### src/rtl/tws_pkg.sv
package tws_pkg;
  localparam int BYTE_W = 8;

  typedef enum logic [2:0] {
    ST_IDLE,
    ST_CTRL,
    ST_ADDR,
    ST_WDATA,
    ST_RDATA,
    ST_SKIP
  } tws_state_e;
endpackage

### src/rtl/tws_rx_shift.sv
module tws_rx_shift
  import tws_pkg::*;
#(
  parameter int W = BYTE_W
) (
  input  logic                       clk,
  input  logic                       rst_n,
  input  logic                       clr,
  input  logic                       end_slot,
  input  logic                       bit_stb,
  input  logic                       bit_val,
  output logic [W-1:0]               byte_q,
  output logic [$clog2(W+1)-1:0]     cnt_q,
  output logic                       full
);
  localparam int CW = $clog2(W+1);

  logic [W-1:0]  byte_n;
  logic [CW-1:0] cnt_n;
  logic          shift_en;

  assign full     = (cnt_q == CW'(W));
  assign shift_en = bit_stb && !full;

  always_comb begin
    byte_n = byte_q;
    cnt_n  = cnt_q;
    if (clr || end_slot) begin
      cnt_n = '0;
    end else if (shift_en) begin
      byte_n = {byte_q[W-2:0], bit_val};
      cnt_n  = cnt_q + 1'b1;
    end
  end

  always_ff @(posedge clk or negedge rst_n) begin
    if (!rst_n) begin
      byte_q <= '0;
      cnt_q  <= '0;
    end else begin
      byte_q <= byte_n;
      cnt_q  <= cnt_n;
    end
  end

  // the bit count never runs past one byte, so the ninth clock is the ack slot
  p_cnt_bound_r3: assert property (@(posedge clk) disable iff (!rst_n)
    cnt_q <= CW'(W));
endmodule

### src/rtl/tws_addr_ptr.sv
module tws_addr_ptr #(
  parameter int ADDR_W = 11,
  parameter int PAGE_W = 4
) (
  input  logic              clk,
  input  logic              rst_n,
  input  logic              ld,
  input  logic [ADDR_W-1:0] ld_val,
  input  logic              inc_page,
  input  logic              inc_lin,
  output logic [ADDR_W-1:0] ptr_q
);
  logic [ADDR_W-1:0] ptr_n;

  always_comb begin
    ptr_n = ptr_q;
    if (ld)
      ptr_n = ld_val;
    else if (inc_page)
      ptr_n = {ptr_q[ADDR_W-1:PAGE_W], ptr_q[PAGE_W-1:0] + 1'b1};
    else if (inc_lin)
      ptr_n = ptr_q + 1'b1;
  end

  always_ff @(posedge clk or negedge rst_n) begin
    if (!rst_n) ptr_q <= '0;
    else        ptr_q <= ptr_n;
  end

  // a write step never leaves the current page
  p_page_hold_r6: assert property (@(posedge clk) disable iff (!rst_n)
    (inc_page && !ld) |=> ptr_q[ADDR_W-1:PAGE_W] == $past(ptr_q[ADDR_W-1:PAGE_W]));

  // a read step is a full-width increment that wraps at the top
  p_lin_wrap_r10: assert property (@(posedge clk) disable iff (!rst_n)
    (inc_lin && !ld && !inc_page) |=> ptr_q == ADDR_W'($past(ptr_q) + 1'b1));
endmodule

### src/rtl/tws_tx_shift.sv
module tws_tx_shift
  import tws_pkg::*;
#(
  parameter int W = BYTE_W
) (
  input  logic         clk,
  input  logic         rst_n,
  input  logic         load,
  input  logic [W-1:0] load_val,
  input  logic         shift,
  input  logic         drop,
  output logic         drive_low
);
  logic [W-1:0] sr_q, sr_n;
  logic         on_q, on_n;

  always_comb begin
    sr_n = sr_q;
    on_n = on_q;
    if (load) begin
      sr_n = load_val;
      on_n = 1'b1;
    end else if (drop) begin
      on_n = 1'b0;
    end else if (shift) begin
      sr_n = {sr_q[W-2:0], 1'b0};
    end
  end

  always_ff @(posedge clk or negedge rst_n) begin
    if (!rst_n) begin
      sr_q <= '0;
      on_q <= 1'b0;
    end else begin
      sr_q <= sr_n;
      on_q <= on_n;
    end
  end

  assign drive_low = on_q & ~sr_q[W-1];

  // once the byte ends the transmitter lets go of SDA
  p_tx_release_r9: assert property (@(posedge clk) disable iff (!rst_n)
    (drop && !load) |=> !drive_low);
endmodule

### src/rtl/tws_slave_engine.sv
module tws_slave_engine
  import tws_pkg::*;
#(
  parameter int              ADDR_W   = 11,
  parameter int              BLK_W    = 3,
  parameter int              PAGE_W   = 4,
  parameter int              CODE_W   = 4,
  parameter logic [CODE_W-1:0] DEV_CODE = 4'b1010
) (
  input  logic              clk,
  input  logic              rst_n,
  input  logic              ev_start,
  input  logic              ev_stop,
  input  logic              ev_scl_fall,
  input  logic              ev_bit_stb,
  input  logic              ev_bit_val,
  input  logic              prog_busy,
  input  logic [BYTE_W-1:0] mem_rd_data,
  output logic              sda_pull,
  output logic [ADDR_W-1:0] mem_rd_addr,
  output logic              wr_load,
  output logic [ADDR_W-1:0] wr_addr,
  output logic [BYTE_W-1:0] wr_data,
  output logic              wr_commit
);
  localparam int WORD_W = ADDR_W - BLK_W;
  localparam int CNT_W  = $clog2(BYTE_W + 1);

  tws_state_e        state_q, state_n;
  logic              ack_q, ack_n;
  logic              slot_q, slot_n;
  logic              have_q, have_n;
  logic              rdgo_q, rdgo_n;
  logic [BLK_W-1:0]  blk_q, blk_n;
  logic              wld_q, wld_n;
  logic              cmt_q, cmt_n;
  logic [ADDR_W-1:0] wadr_q;
  logic [BYTE_W-1:0] wdat_q;

  logic [BYTE_W-1:0] rx_byte;
  logic [CNT_W-1:0]  rx_cnt;
  logic              rx_full;
  logic              rx_end;
  logic [ADDR_W-1:0] ptr;
  logic              ptr_ld, inc_page, inc_lin;
  logic              tx_load, tx_shift, tx_drop, tx_low;
  logic              fall_full, fall_end, code_ok;

  tws_rx_shift #(.W(BYTE_W)) u_rx (
    .clk(clk), .rst_n(rst_n), .clr(ev_start | ev_stop), .end_slot(rx_end),
    .bit_stb(ev_bit_stb), .bit_val(ev_bit_val),
    .byte_q(rx_byte), .cnt_q(rx_cnt), .full(rx_full)
  );

  tws_addr_ptr #(.ADDR_W(ADDR_W), .PAGE_W(PAGE_W)) u_ptr (
    .clk(clk), .rst_n(rst_n), .ld(ptr_ld), .ld_val({blk_q, rx_byte[WORD_W-1:0]}),
    .inc_page(inc_page), .inc_lin(inc_lin), .ptr_q(ptr)
  );

  tws_tx_shift #(.W(BYTE_W)) u_tx (
    .clk(clk), .rst_n(rst_n), .load(tx_load), .load_val(mem_rd_data),
    .shift(tx_shift), .drop(tx_drop), .drive_low(tx_low)
  );

  assign fall_full = ev_scl_fall && rx_full && !slot_q;
  assign fall_end  = ev_scl_fall && slot_q;
  assign code_ok   = (rx_byte[BYTE_W-1 -: CODE_W] == DEV_CODE);

  always_comb begin
    state_n  = state_q;
    ack_n    = ack_q;
    slot_n   = slot_q;
    have_n   = have_q;
    rdgo_n   = rdgo_q;
    blk_n    = blk_q;
    wld_n    = 1'b0;
    cmt_n    = 1'b0;
    ptr_ld   = 1'b0;
    inc_page = 1'b0;
    inc_lin  = 1'b0;
    tx_load  = 1'b0;
    tx_shift = 1'b0;
    tx_drop  = 1'b0;
    rx_end   = 1'b0;
    if (ev_start) begin
      state_n = ST_CTRL;
      ack_n   = 1'b0;
      slot_n  = 1'b0;
      have_n  = 1'b0;
      tx_drop = 1'b1;
    end else if (ev_stop) begin
      state_n = ST_IDLE;
      ack_n   = 1'b0;
      slot_n  = 1'b0;
      have_n  = 1'b0;
      tx_drop = 1'b1;
      cmt_n   = (state_q == ST_WDATA) && have_q && !prog_busy;
    end else if (fall_full) begin
      slot_n = 1'b1;
      unique case (state_q)
        ST_CTRL: begin
          if (code_ok && !prog_busy) begin
            ack_n   = 1'b1;
            blk_n   = rx_byte[BLK_W:1];
            rdgo_n  = 1'b1;
            state_n = rx_byte[0] ? ST_RDATA : ST_ADDR;
          end else begin
            state_n = ST_SKIP;
          end
        end
        ST_ADDR: begin
          if (!prog_busy) begin
            ack_n   = 1'b1;
            ptr_ld  = 1'b1;
            state_n = ST_WDATA;
          end else begin
            state_n = ST_SKIP;
          end
        end
        ST_WDATA: begin
          if (!prog_busy) begin
            ack_n    = 1'b1;
            wld_n    = 1'b1;
            inc_page = 1'b1;
            have_n   = 1'b1;
          end else begin
            state_n = ST_SKIP;
          end
        end
        ST_RDATA: tx_drop = 1'b1;
        default: ;
      endcase
    end else if (fall_end) begin
      slot_n = 1'b0;
      ack_n  = 1'b0;
      rx_end = 1'b1;
      if (state_q == ST_RDATA) begin
        if (rdgo_q) begin
          tx_load = 1'b1;
          inc_lin = 1'b1;
        end else begin
          state_n = ST_SKIP;
        end
      end
    end else if (ev_scl_fall) begin
      tx_shift = (state_q == ST_RDATA) && (rx_cnt != '0);
    end else if (ev_bit_stb && slot_q && state_q == ST_RDATA) begin
      rdgo_n = !ev_bit_val;
    end
  end

  always_ff @(posedge clk or negedge rst_n) begin
    if (!rst_n) begin
      state_q <= ST_IDLE;
      ack_q   <= 1'b0;
      slot_q  <= 1'b0;
      have_q  <= 1'b0;
      rdgo_q  <= 1'b0;
      blk_q   <= '0;
      wld_q   <= 1'b0;
      cmt_q   <= 1'b0;
    end else begin
      state_q <= state_n;
      ack_q   <= ack_n;
      slot_q  <= slot_n;
      have_q  <= have_n;
      rdgo_q  <= rdgo_n;
      blk_q   <= blk_n;
      wld_q   <= wld_n;
      cmt_q   <= cmt_n;
    end
  end

  always_ff @(posedge clk or negedge rst_n) begin
    if (!rst_n) begin
      wadr_q <= '0;
      wdat_q <= '0;
    end else if (wld_n) begin
      wadr_q <= ptr;
      wdat_q <= rx_byte;
    end
  end

  assign sda_pull    = ack_q | tx_low;
  assign mem_rd_addr = ptr;
  assign wr_load     = wld_q;
  assign wr_addr     = wadr_q;
  assign wr_data     = wdat_q;
  assign wr_commit   = cmt_q;

  // an acknowledge never starts while programming is busy
  p_busy_no_ack_r4: assert property (@(posedge clk) disable iff (!rst_n)
    $rose(ack_q) |-> !$past(prog_busy));

  // an acknowledge ends only on an SCL fall or a bus condition
  p_ack_window_r3: assert property (@(posedge clk) disable iff (!rst_n)
    $fell(ack_q) |-> $past(ev_scl_fall || ev_start || ev_stop));

  // commit pulses only follow a STOP
  p_commit_after_stop_r5: assert property (@(posedge clk) disable iff (!rst_n)
    wr_commit |-> $past(ev_stop));

  // no byte goes to the page latch while busy
  p_load_not_busy_r5: assert property (@(posedge clk) disable iff (!rst_n)
    wr_load |-> !$past(prog_busy));

  // a START always leads to control-byte reception with SDA free
  p_start_ctrl_r11: assert property (@(posedge clk) disable iff (!rst_n)
    $past(ev_start) |-> (state_q == ST_CTRL) && !sda_pull);

  // a STOP releases SDA and idles the engine
  p_stop_release_r12: assert property (@(posedge clk) disable iff (!rst_n)
    $past(ev_stop && !ev_start) |-> (state_q == ST_IDLE) && !sda_pull);
endmodule

### config.mk
export PLATFORM = sky130hd
export DESIGN_NAME = tws_slave_engine
export DESIGN_NICKNAME = d
export VERILOG_FILES = /design/src/rtl/tws_pkg.sv /design/src/rtl/tws_rx_shift.sv /design/src/rtl/tws_addr_ptr.sv /design/src/rtl/tws_tx_shift.sv /design/src/rtl/tws_slave_engine.sv
export SDC_FILE = /design/constraint.sdc
export NUM_CORES = 1
export LEC_CHECK = 0
export ABC_AREA = 1
export BUFFER_PORTS_ARGS = -buffer_cell sky130_fd_sc_hd__buf_2
export CORE_ASPECT_RATIO = 2
export CORE_UTILIZATION = 48
export CTS_CLUSTER_DIAMETER = 100
export DETAILED_ROUTE_END_ITERATION = 6
export HOLD_SLACK_MARGIN = 0.15
export PLACE_DENSITY = 0.71
export SETUP_SLACK_MARGIN = 0.05
export SLEW_MARGIN = 20
export SYNTH_ARGS = -nofsm -noshare
export SYNTH_HDL_FRONTEND = slang
export SYNTH_SLANG_ARGS = --single-unit
### constraint.sdc
create_clock -name clk -period 2.11 [get_ports clk]
set_clock_uncertainty 0.1 [all_clocks]
set_input_delay 0.1055 -clock clk [delete_from_list [all_inputs] [get_ports clk]]
set_output_delay 0.1055 -clock clk [all_outputs]
set_load 0.005 [all_outputs]
Word-level counts from Yosys, hierarchy flattened:

Cells that the tools add are included.

* add/sub/neg operators: 3
* eq/ne operators: 19
* bitwise operators: 7
* muxes and demuxes: 70
* reduce and logical (&&, ||, !) cells: 35

Operators by type and width (number)
* $mux 1: 50
* $mux 11: 3
* $mux 3: 10
* $mux 8: 3
* $ne 5x5->1 const B: 3
* $reduce_bool 4->1: 3
* $add 11x1->11 const B: 1
* $logic_and 1x1->1: 10
* $reduce_and 5->1: 2
* $reduce_bool 2->1: 5
* $pmux 3 s3: 1
* $reduce_bool 3->1: 3
* $add 4x1->4 const B: 2
* $eq 4x4->1 const B: 2
* $mux 4: 2
* $ne 2x1->1 const B: 4
* $reduce_and 7->1: 1
* $eq 3x2->1 const B: 2
* $ne 6x3->1 const B: 1
* $reduce_and 2->1: 3
* $ne 5x4->1 const B: 1
* $logic_not 1->1: 4
* $ne 2x2->1 const B: 2
* $ne 4x3->1 const B: 1
* other kinds (11): 15

* register bits after elaboration: 63
* input port bits: 16
* logic and storage cells: 150

Depth between registers and ports, before layout:

Gate-level depths: netlist (run 1).

* depth after elaboration: 10
* mapped depth: 12

Modules after synthesis:

From an unflattened synthesis (run 1), not the netlist that was laid out.

* cell total of the unflattened synthesis: 444
* area, all modules: 3434.5 um^2

Modules (own cells, without submodules)
* tws_slave_engine: instances 1, cells each 191, area each 1534.0 um^2, sequential area each 775.7 um^2
* tws_addr_ptr: instances 1, cells each 125, area each 828.3 um^2, sequential area each 275.3 um^2
* tws_rx_shift: instances 1, cells each 65, area each 599.3 um^2, sequential area each 300.3 um^2
* tws_tx_shift: instances 1, cells each 63, area each 473.0 um^2, sequential area each 225.2 um^2

Worst setup path before layout (run 1):

Ideal clock, no wire load.

* path kind: register to register
* from: register u_rx.cnt_q[0]
* to: register ack_q
* stages on the path, launching flop included: 13
* arrival: 1487 ps
* setup slack: 407 ps
* required time: 1893 ps
* setup time: 117 ps
* buffers on the path: 1
* path through: dfrtp_1 inv_1 ha_1 nand3_1 nor2_2 buf_6 nor2_8 nand2_2 nand2_1 inv_1 nand2_1 nand2_1 nand2_1

* longest elaborated chain between the ends: 6
* elaborated cells between the ends (all ways): 11

RTL lines
* from (decl): line tws_rx_shift.sv:13 `output logic [$clog2(W+1)-1:0] cnt_q,`
* from (signal assigned): line tws_rx_shift.sv:42 `cnt_q <= cnt_n;`
* $eq 4x4->1 *: line tws_rx_shift.sv:22 `assign full = (cnt_q == CW'(W));`
* $logic_and 1x1->1 * (2 in a row): line tws_slave_engine.sv:65 `assign fall_full = ev_scl_fall && rx_full && !slot_q;`
* branches (longest 3 deep; another with $ne 5x5->1)
* to (signal assigned): line tws_slave_engine.sv:164 `ack_q <= ack_n;`
* to (decl): line tws_slave_engine.sv:30 `logic ack_q, ack_n;`

Mark *: on every way between the ends.
A chain may end at the register's enable or synchronous reset.

Worst setup path after layout (run 1):

Same ends and word-level chain as after synthesis.

==> impl_results.md, run 1 <==
- Antenna violations before repair: 0
- CTS Sinks: 63
- RSZ-0062 raised after global routing: no
- Outcome: complete, no violations
- Total Routed Length: 7905 um
- Number of diodes: 0
- Core Rows: 42
- Post-Synthesis Cells: 412
- Final Hold Viols: 0
- Cell Area, Placed: 3613 um^2
- Port-buffer cells: 48
- DR DRC count: 0
- Clock Pin Slew Worst Setup and Hold Paths: 0.05 ns
- Synthesized area: 3266 um^2
- Initial Utilization: 0.4971
- Core Region: 6569 um^2
- Initial detailed-routing violation count: 149
- Sw Share: 0.2298
- Drt via density: 5.140
- H-tree depth: 3
- CP Launch Type: flop
- Yosys top cell by area: dfrtp_1
- Routed vias: 2,976
- Die span in x: 60.33 um
- Gate power share: 0.069
- Initial DRT Pass Iterations: 4
- Syn_area_per_cell: 7.926 um^2
- Psw: 670.6 uW
- Number of buffers created by CTS: 9
- Endpoints failing setup: 0
- CTS root buf: clkbuf_16
- Placed Instances: 546
- Latest clock arrival within the worst-skew pair: 0.34 ns
- Die height: 118.7 um
- Clk buf depth: 2
- Post-synth top area share: 0.4828
- Number of global-route vias before repair: 2,973
- Routability cong.: 0.8847
- Power Internal: 2.248 mW
- I/O pins: 49
- Syn Nets: 431
- Largest cells by area after synthesis: dfrtp_1 48%, nand2_1 14%, o21ai_0 6.3%, nand3_1 5.5%, inv_1 5.3%
- Sequential power share: 0.435
- Slew headroom: 0.6230
- DP HPWL: 5770 um
- Max capacitance violation total: 0
- #FFs+latches synth: 63
- Largest net degree at the start of global routing: 38
- Fillcell total: 603
- Yosys cell types: 29
- Power per Cell Area: 712.5 nW/um^2
- Tcrit/Tclk final: 0.8899
- Least-Margin Pin Slew: 0.5655 ns
- Post-DRT Antenna Nets: 0
- Fmax: 532.6 MHz
- P_leak: 2.108 nW
- Critical path class: flop to flop
- Post-route design area: 4096 um^2
- HP Class: primary input to asynchronous set/reset pin
- GRT Resource Usage Total: 0.2496
- Clock network power share: 0.495
- Worst EP arrival: 2.01 ns
- Grt total ovfl: 0
- Setup_tns: 0 ns
- Fin. max-slew vios: 0
- Nets: 505
- Crit end category: flop
- Global-route wire length before repair: 12,960 um
- Fin crit period: 1.878 ns
- Seq/Total Area, Yosys: 0.4828
- Syn. warnings: 0
- Area growth syn-to-layout: 25.44%
- DR WL/cell: 13.65 um
- Required time worst endpoint: 2.24 ns
- Fin cells: 579
- TritonCTS clock tree: yes
- Max IR drop VDD: 0.0006221 V
- Worst-path maximum fanout: 6
- Die ar.: 7158 um^2
- Share of post-route cells with drive strength above 1: 0.1996
==> critical path, cell delays in order, from the launching register on <==
cell and delay (ns):
dfrtp_1 0.39, inv_1 0.10, ha_1 0.23, nand3_4 0.13, nor3_4 0.32, buf_4 0.18
nand2_1 0.06, nand2_1 0.10, inv_1 0.06, nand3_1 0.06, nand2_1 0.05
==> metrics by stage <==
step           power [mW]  worst slack, ns  utilization  hold WS, ns
6_report            2.919           0.2324       0.6236       0.2012
5_1_grt             3.028          0.05461       0.6236       0.2791
4_1_cts             2.940           0.1020       0.6204       0.2192
3_5_place_dp        1.472           0.1122       0.5501      0.03575
3_3_place_gp        1.467           0.2378       0.5501      0.02406
2_1_floorplan       1.385           0.4067            -      -0.2901
==> power groups by stage <==
| stage | clock [mW] | combinational, mW | sequential, mW |
|---|---|---|---|
| after floorplan | 0 | 0.102 | 1.28 |
| after global placement | 0 | 0.177 | 1.29 |
| after detailed placement | 0 | 0.182 | 1.29 |
| after CTS | 1.47 | 0.204 | 1.27 |
| after global routing | 1.53 | 0.228 | 1.27 |
| final | 1.45 | 0.203 | 1.27 |
==> flip-flops by register name (all words and copies together), names as in the netlist <==
signal       count
wr_commit        1
blk_q            3
ack_q            1
wr_addr         11
u_tx.on_q        1
slot_q           1
have_q           1
u_tx.sr_q        8
wr_data          8
wr_load          1
u_rx.cnt_q       4
rdgo_q           1
u_ptr.ptr_q     11
state_q          3
u_rx.byte_q      8
==> final timing paths <==
path | from | to | slack (ns) | depth (start not counted)
worst max-delay path | u_rx.cnt_q[0]$_DFFE_PN0P_ | ack_q$_DFFE_PN0P_ | 0.23 | 10
worst max register to register | u_rx.cnt_q[0]$_DFFE_PN0P_ | ack_q$_DFFE_PN0P_ | 0.23 | 10
worst min-delay path | rst_n | wr_data[1]$_DFFE_PN0P_ | 0.20 | 2
min in group clk | u_rx.byte_q[2]$_DFFE_PN0P_ | u_rx.byte_q[3]$_DFFE_PN0P_ | 0.37 | 2
max in group asynchronous | rst_n | u_tx.sr_q[5]$_DFFE_PN0P_ | 1.02 | 3
worst min register to register | u_rx.byte_q[2]$_DFFE_PN0P_ | u_rx.byte_q[3]$_DFFE_PN0P_ | 0.37 | 2
==> repair_timing <==
item,in CTS,in global routing
resized for setup,0,6
setup endpoints to repair,0,41
buffers inserted,0,1
endpoints found under the hold margin,39,0
hold buffers,17,0
==> layer usage <==
layer,vias to the layer above,GRT usage,part of all wire
met5,-,0,0
met4,0,0.2151,0.074
met3,43,0.05908,0.035
met2,98,0.4141,0.53
met1,1362,0.2410,0.36
li1,1473,-,-
==> synthesized netlist by cell type <==
library cell,count
nand2_2,4
nand2_1,125
o211ai_1,1
xor2_1,4
buf_6,3
nand3_2,3
o21ai_2,3
nand3_1,36
o21ai_0,41
inv_1,46
o21ai_1,6
nor3_4,2
o21bai_1,1
nand2_4,1
clkbuf_1,3
nor3_1,1
nor2_1,28
inv_2,2
a21oi_1,6
ha_1,3
nor2_2,3
clkinv_4,1
nor2_8,1
nand4_1,15
nand3_4,1
xnor2_1,1
dfrtp_1,63
buf_2,5
nor2_4,3
==> layout make-up <==
cell class | instances | area (um^2) | share of cell area
Tap cell | 88 | 110.1 | 0.02688
Inverter | 49 | 188.9 | 0.04612
Clock inverter | 4 | 45.04 | 0.01100
Sequential cell | 63 | 1577 | 0.3848
Multi-Input combinational cell | 289 | 1450 | 0.3540
Timing Repair Buffer | 74 | 479.2 | 0.1170
Clock buffer | 12 | 246.5 | 0.06017
==> cell usage in the layout (no fill, tap or decap) <==
cell type and n:
o21ai_2 3, xor2_1 4, o21ai_1 7, nand2_1 124, nor2_4 4, nand2_4 1, buf_6 1, a21oi_1 6
clkbuf_16 9, nand4_1 15, nor2_2 2, bufinv_16 1, clkbuf_1 2, nand3_1 35, clkbuf_8 1, buf_2 48
o21ai_0 40, inv_1 46, ha_1 3, nor3_1 1, nor2_1 28, buf_4 9, inv_2 2, nand3_4 2
clkinv_2 3, nor3_4 2, o211ai_1 1, nor2_8 1, o21bai_1 1, clkinv_4 1, xnor2_1 1, dlygate4sd3_1 16
dfrtp_1 63, nand2_2 5, nand3_2 3
==> kinds of logic after synthesis <==
group	after synthesis	share of synthesized area
simple gates	223	0.3192
flops	63	0.4828
buf+inv	60	0.07931
compound gates	58	0.09387
xor+xnor	5	0.01341
fa+ha+maj	3	0.01150
No activity file was read; power rests on OpenSTA's default activity.
==> inputs of run 2 (changes only) <==
CORE_UTILIZATION = 44   (was 48)
PLACE_DENSITY = 0.66   (was 0.71)
==> run 2 against run 1 <==
Against the previous run: die area rose by 8.9%; fmax fell by 4.0%; sequential share of layout area fell by 0.29 points; via count rose by 0.50%; cell count rose by 1.2%; utilization fell by 5.1 points; flip-flop and latch count did not move; critical path type is now primary input to flop.
==> impl_results.md, run 2 (synthesis results as in run 1) <==
- Latest clock arrival within the worst-skew pair: 0.33 ns (about the same)
- Least-Margin Pin Slew: 0.5460 ns (-0.01947 ns)
- Reg2Reg Capture Point: u_ptr.ptr_q[0]$_DFFE_PN0P_
- Commonest cells after routing, fill and taps aside: 125 x nand2_1, 63 x dfrtp_1, 48 x buf_2
- Initial DRT Pass Iterations: 4 (unchanged)
- Initial detailed-routing violation count: 142 (-4.7%)
- Endpoints failing setup: 0 (unchanged)
- Port-buffer cells: 48 (unchanged)
- Global-route wire length before repair: 13,340 um (+3.0%)
- R2R Path Start: u_rx.cnt_q[0]$_DFFE_PN0P_
- Number of buffers created by CTS: 9 (unchanged)
- Die span in x: 62.92 um (+4.3%)
- Routed vias: 2,991 (+0.50%)
- Slew headroom: 0.6360 (+0.01298)
- Share of post-route cells with drive strength above 1: 0.2045 (+0.004861)
- CTS root buf: clkbuf_16
- Routability cong.: 0.9449 (+6.8%)
- Critical path class: primary input to flop
- GRT Resource Usage Total: 0.2275 (-0.02208)
- Commonest non-fill, non-tap cell in the layout: nand2_1
- Die ar.: 7791 um^2 (+8.9%)
- Post-DRT Antenna Nets: 0 (unchanged)
- Final Hold Viols: 0 (unchanged)
- Nets: 508 (+0.59%)
- DR DRC count: 0 (unchanged)
- RSZ-0062 raised after global routing: yes
- Reg2Reg Depth: 7 (-3)
- Antenna violations before repair: 0 (unchanged)
- Largest net degree at the start of global routing: 38 (unchanged)
- Core Rows: 44 (+4.8%)
- Initial Utilization: 0.4528 (-0.04433)
- Fin crit period: 1.956 ns (+0.07838 ns)
- Setup_tns: 0 ns (unchanged)
- Crit end category: flop
- I/O pins: 49 (unchanged)
- Grt total ovfl: 0 (unchanged)
- Max IR drop VDD: 0.0003914 V (-37%)
- Fin cells: 586 (+1.2%)
- Total Power: 2.838 mW (-2.7%)
- P_leak: 2.129 nW (+0.96%)
- Drt via density: 5.104 (-0.70%)
- Core Region: 7212 um^2 (+9.8%)
- Clock Pin Slew Worst Setup and Hold Paths: 0.05 ns (about the same)
- CTS Sinks: 63 (unchanged)
- HP Class: primary input to asynchronous set/reset pin
- H-tree depth: 3 (unchanged)
- Area growth syn-to-layout: 26.40%
- Worst-path maximum fanout: 3 (-3)
- Power per Cell Area: 687.6 nW/um^2 (-3.5%)
- CP Launch Type: primary input
- Fmax: 511.2 MHz (-4.0%)
- Fin. max-slew vios: 0 (unchanged)
- Worst EP arrival: 2.12 ns (+0.11 ns)
- Required time worst endpoint: 2.28 ns (+0.04 ns)
- DP HPWL: 5923 um (+2.7%)
- DR WL/cell: 13.81 um (+1.1%)
- Max capacitance violation total: 0 (unchanged)
- Placed Instances: 550 (+0.73%)
- TritonCTS clock tree: yes
- Total Routed Length: 8092 um (+2.4%)
- Worst reg-to-reg setup slack: 0.20 ns (-0.03 ns)
- Outcome: complete, no violations
- Die height: 123.8 um (+4.4%)
- Clk buf depth: 2 (unchanged)
- Number of diodes: 0 (unchanged)
- Number of global-route vias before repair: 2,940 (-1.1%)
- Tcrit/Tclk final: 0.9270 (+0.03715)
## run 2: cell type report
cell class,count,area (um^2)
Multi-Input combinational cell,289,1445
Clock buffer,12,256.5
Timing Repair Buffer,77,525.5
Inverter,49,188.9
Fill cell,692,3084
Sequential cell,63,1577
Clock inverter,4,20.02
Tap cell,92,115.1
## run 2: how the worst max path moves through the flow
stage / depth (start not counted) / end / slack (ns) / startpoint
finish: 7 / wr_commit$_DFF_PN0_ / 0.15 / ev_start
global route: 8 / u_ptr.ptr_q[0]$_DFFE_PN0P_ / 0.03 / u_rx.cnt_q[1]$_DFFE_PN0P_
CTS: 7 / wr_commit$_DFF_PN0_ / 0.15 / ev_start
detailed placement: 10 / u_ptr.ptr_q[6]$_DFFE_PN0P_ / 0.19 / u_rx.cnt_q[0]$_DFFE_PN0P_
global placement: 9 / u_ptr.ptr_q[8]$_DFFE_PN0P_ / 0.24 / u_rx.cnt_q[0]$_DFFE_PN0P_
floorplan: 12 / ack_q$_DFFE_PN0P_ / 0.41 / u_rx.cnt_q[0]$_DFFE_PN0P_
## run 2: timing repair
action                                  4_1_cts  5_1_grt
endpoints found under the setup margin        0       13
setup buffers                                 0        3
endpoints found under the hold margin        34        0
gates resized for setup                       0        3
hold buffers                                 17        0
## run 2: power breakdown
part,total [mW],switching (mW),internal (mW)
Combinational,0.205,0.137,0.0673
Sequential,1.27,0.0260,1.24
Clock,1.36,0.515,0.850
Total,2.84,0.678,2.16
## run 2: routing by layer
layer  up-vias  share of wire  global-route usage  wire [um]
li1       1479              -                   -          -
met1      1406           0.37              0.2165       2974
met2        74           0.55              0.4153       4432
met3        32          0.026             0.03846        207
met4         0          0.059              0.1962        477
met5         -              0                   0          0
## run 2: through the flow
| stage | hold WS, ns | setup WS, ns | util | cell area, um^2 |
|---|---|---|---|---|
| floorplan | -0.2901 | 0.4067 | - | 3266 |
| global placement | 0.02095 | 0.2443 | 0.5035 | 3631 |
| detailed placement | 0.01459 | 0.1862 | 0.5035 | 3631 |
| CTS | 0.2102 | 0.1454 | 0.5654 | 4078 |
| global route | 0.2425 | 0.03417 | 0.5723 | 4128 |
| finish | 0.1946 | 0.1540 | 0.5723 | 4128 |
## run 2: worst max-delay path, stage by stage
cell and delay [ns]:
dlygate4sd3_1 0.52, buf_2 0.11, inv_1 0.09, nand3_1 0.07
dlygate4sd3_1 0.57, nor3_2 0.10, dlygate4sd3_1 0.55
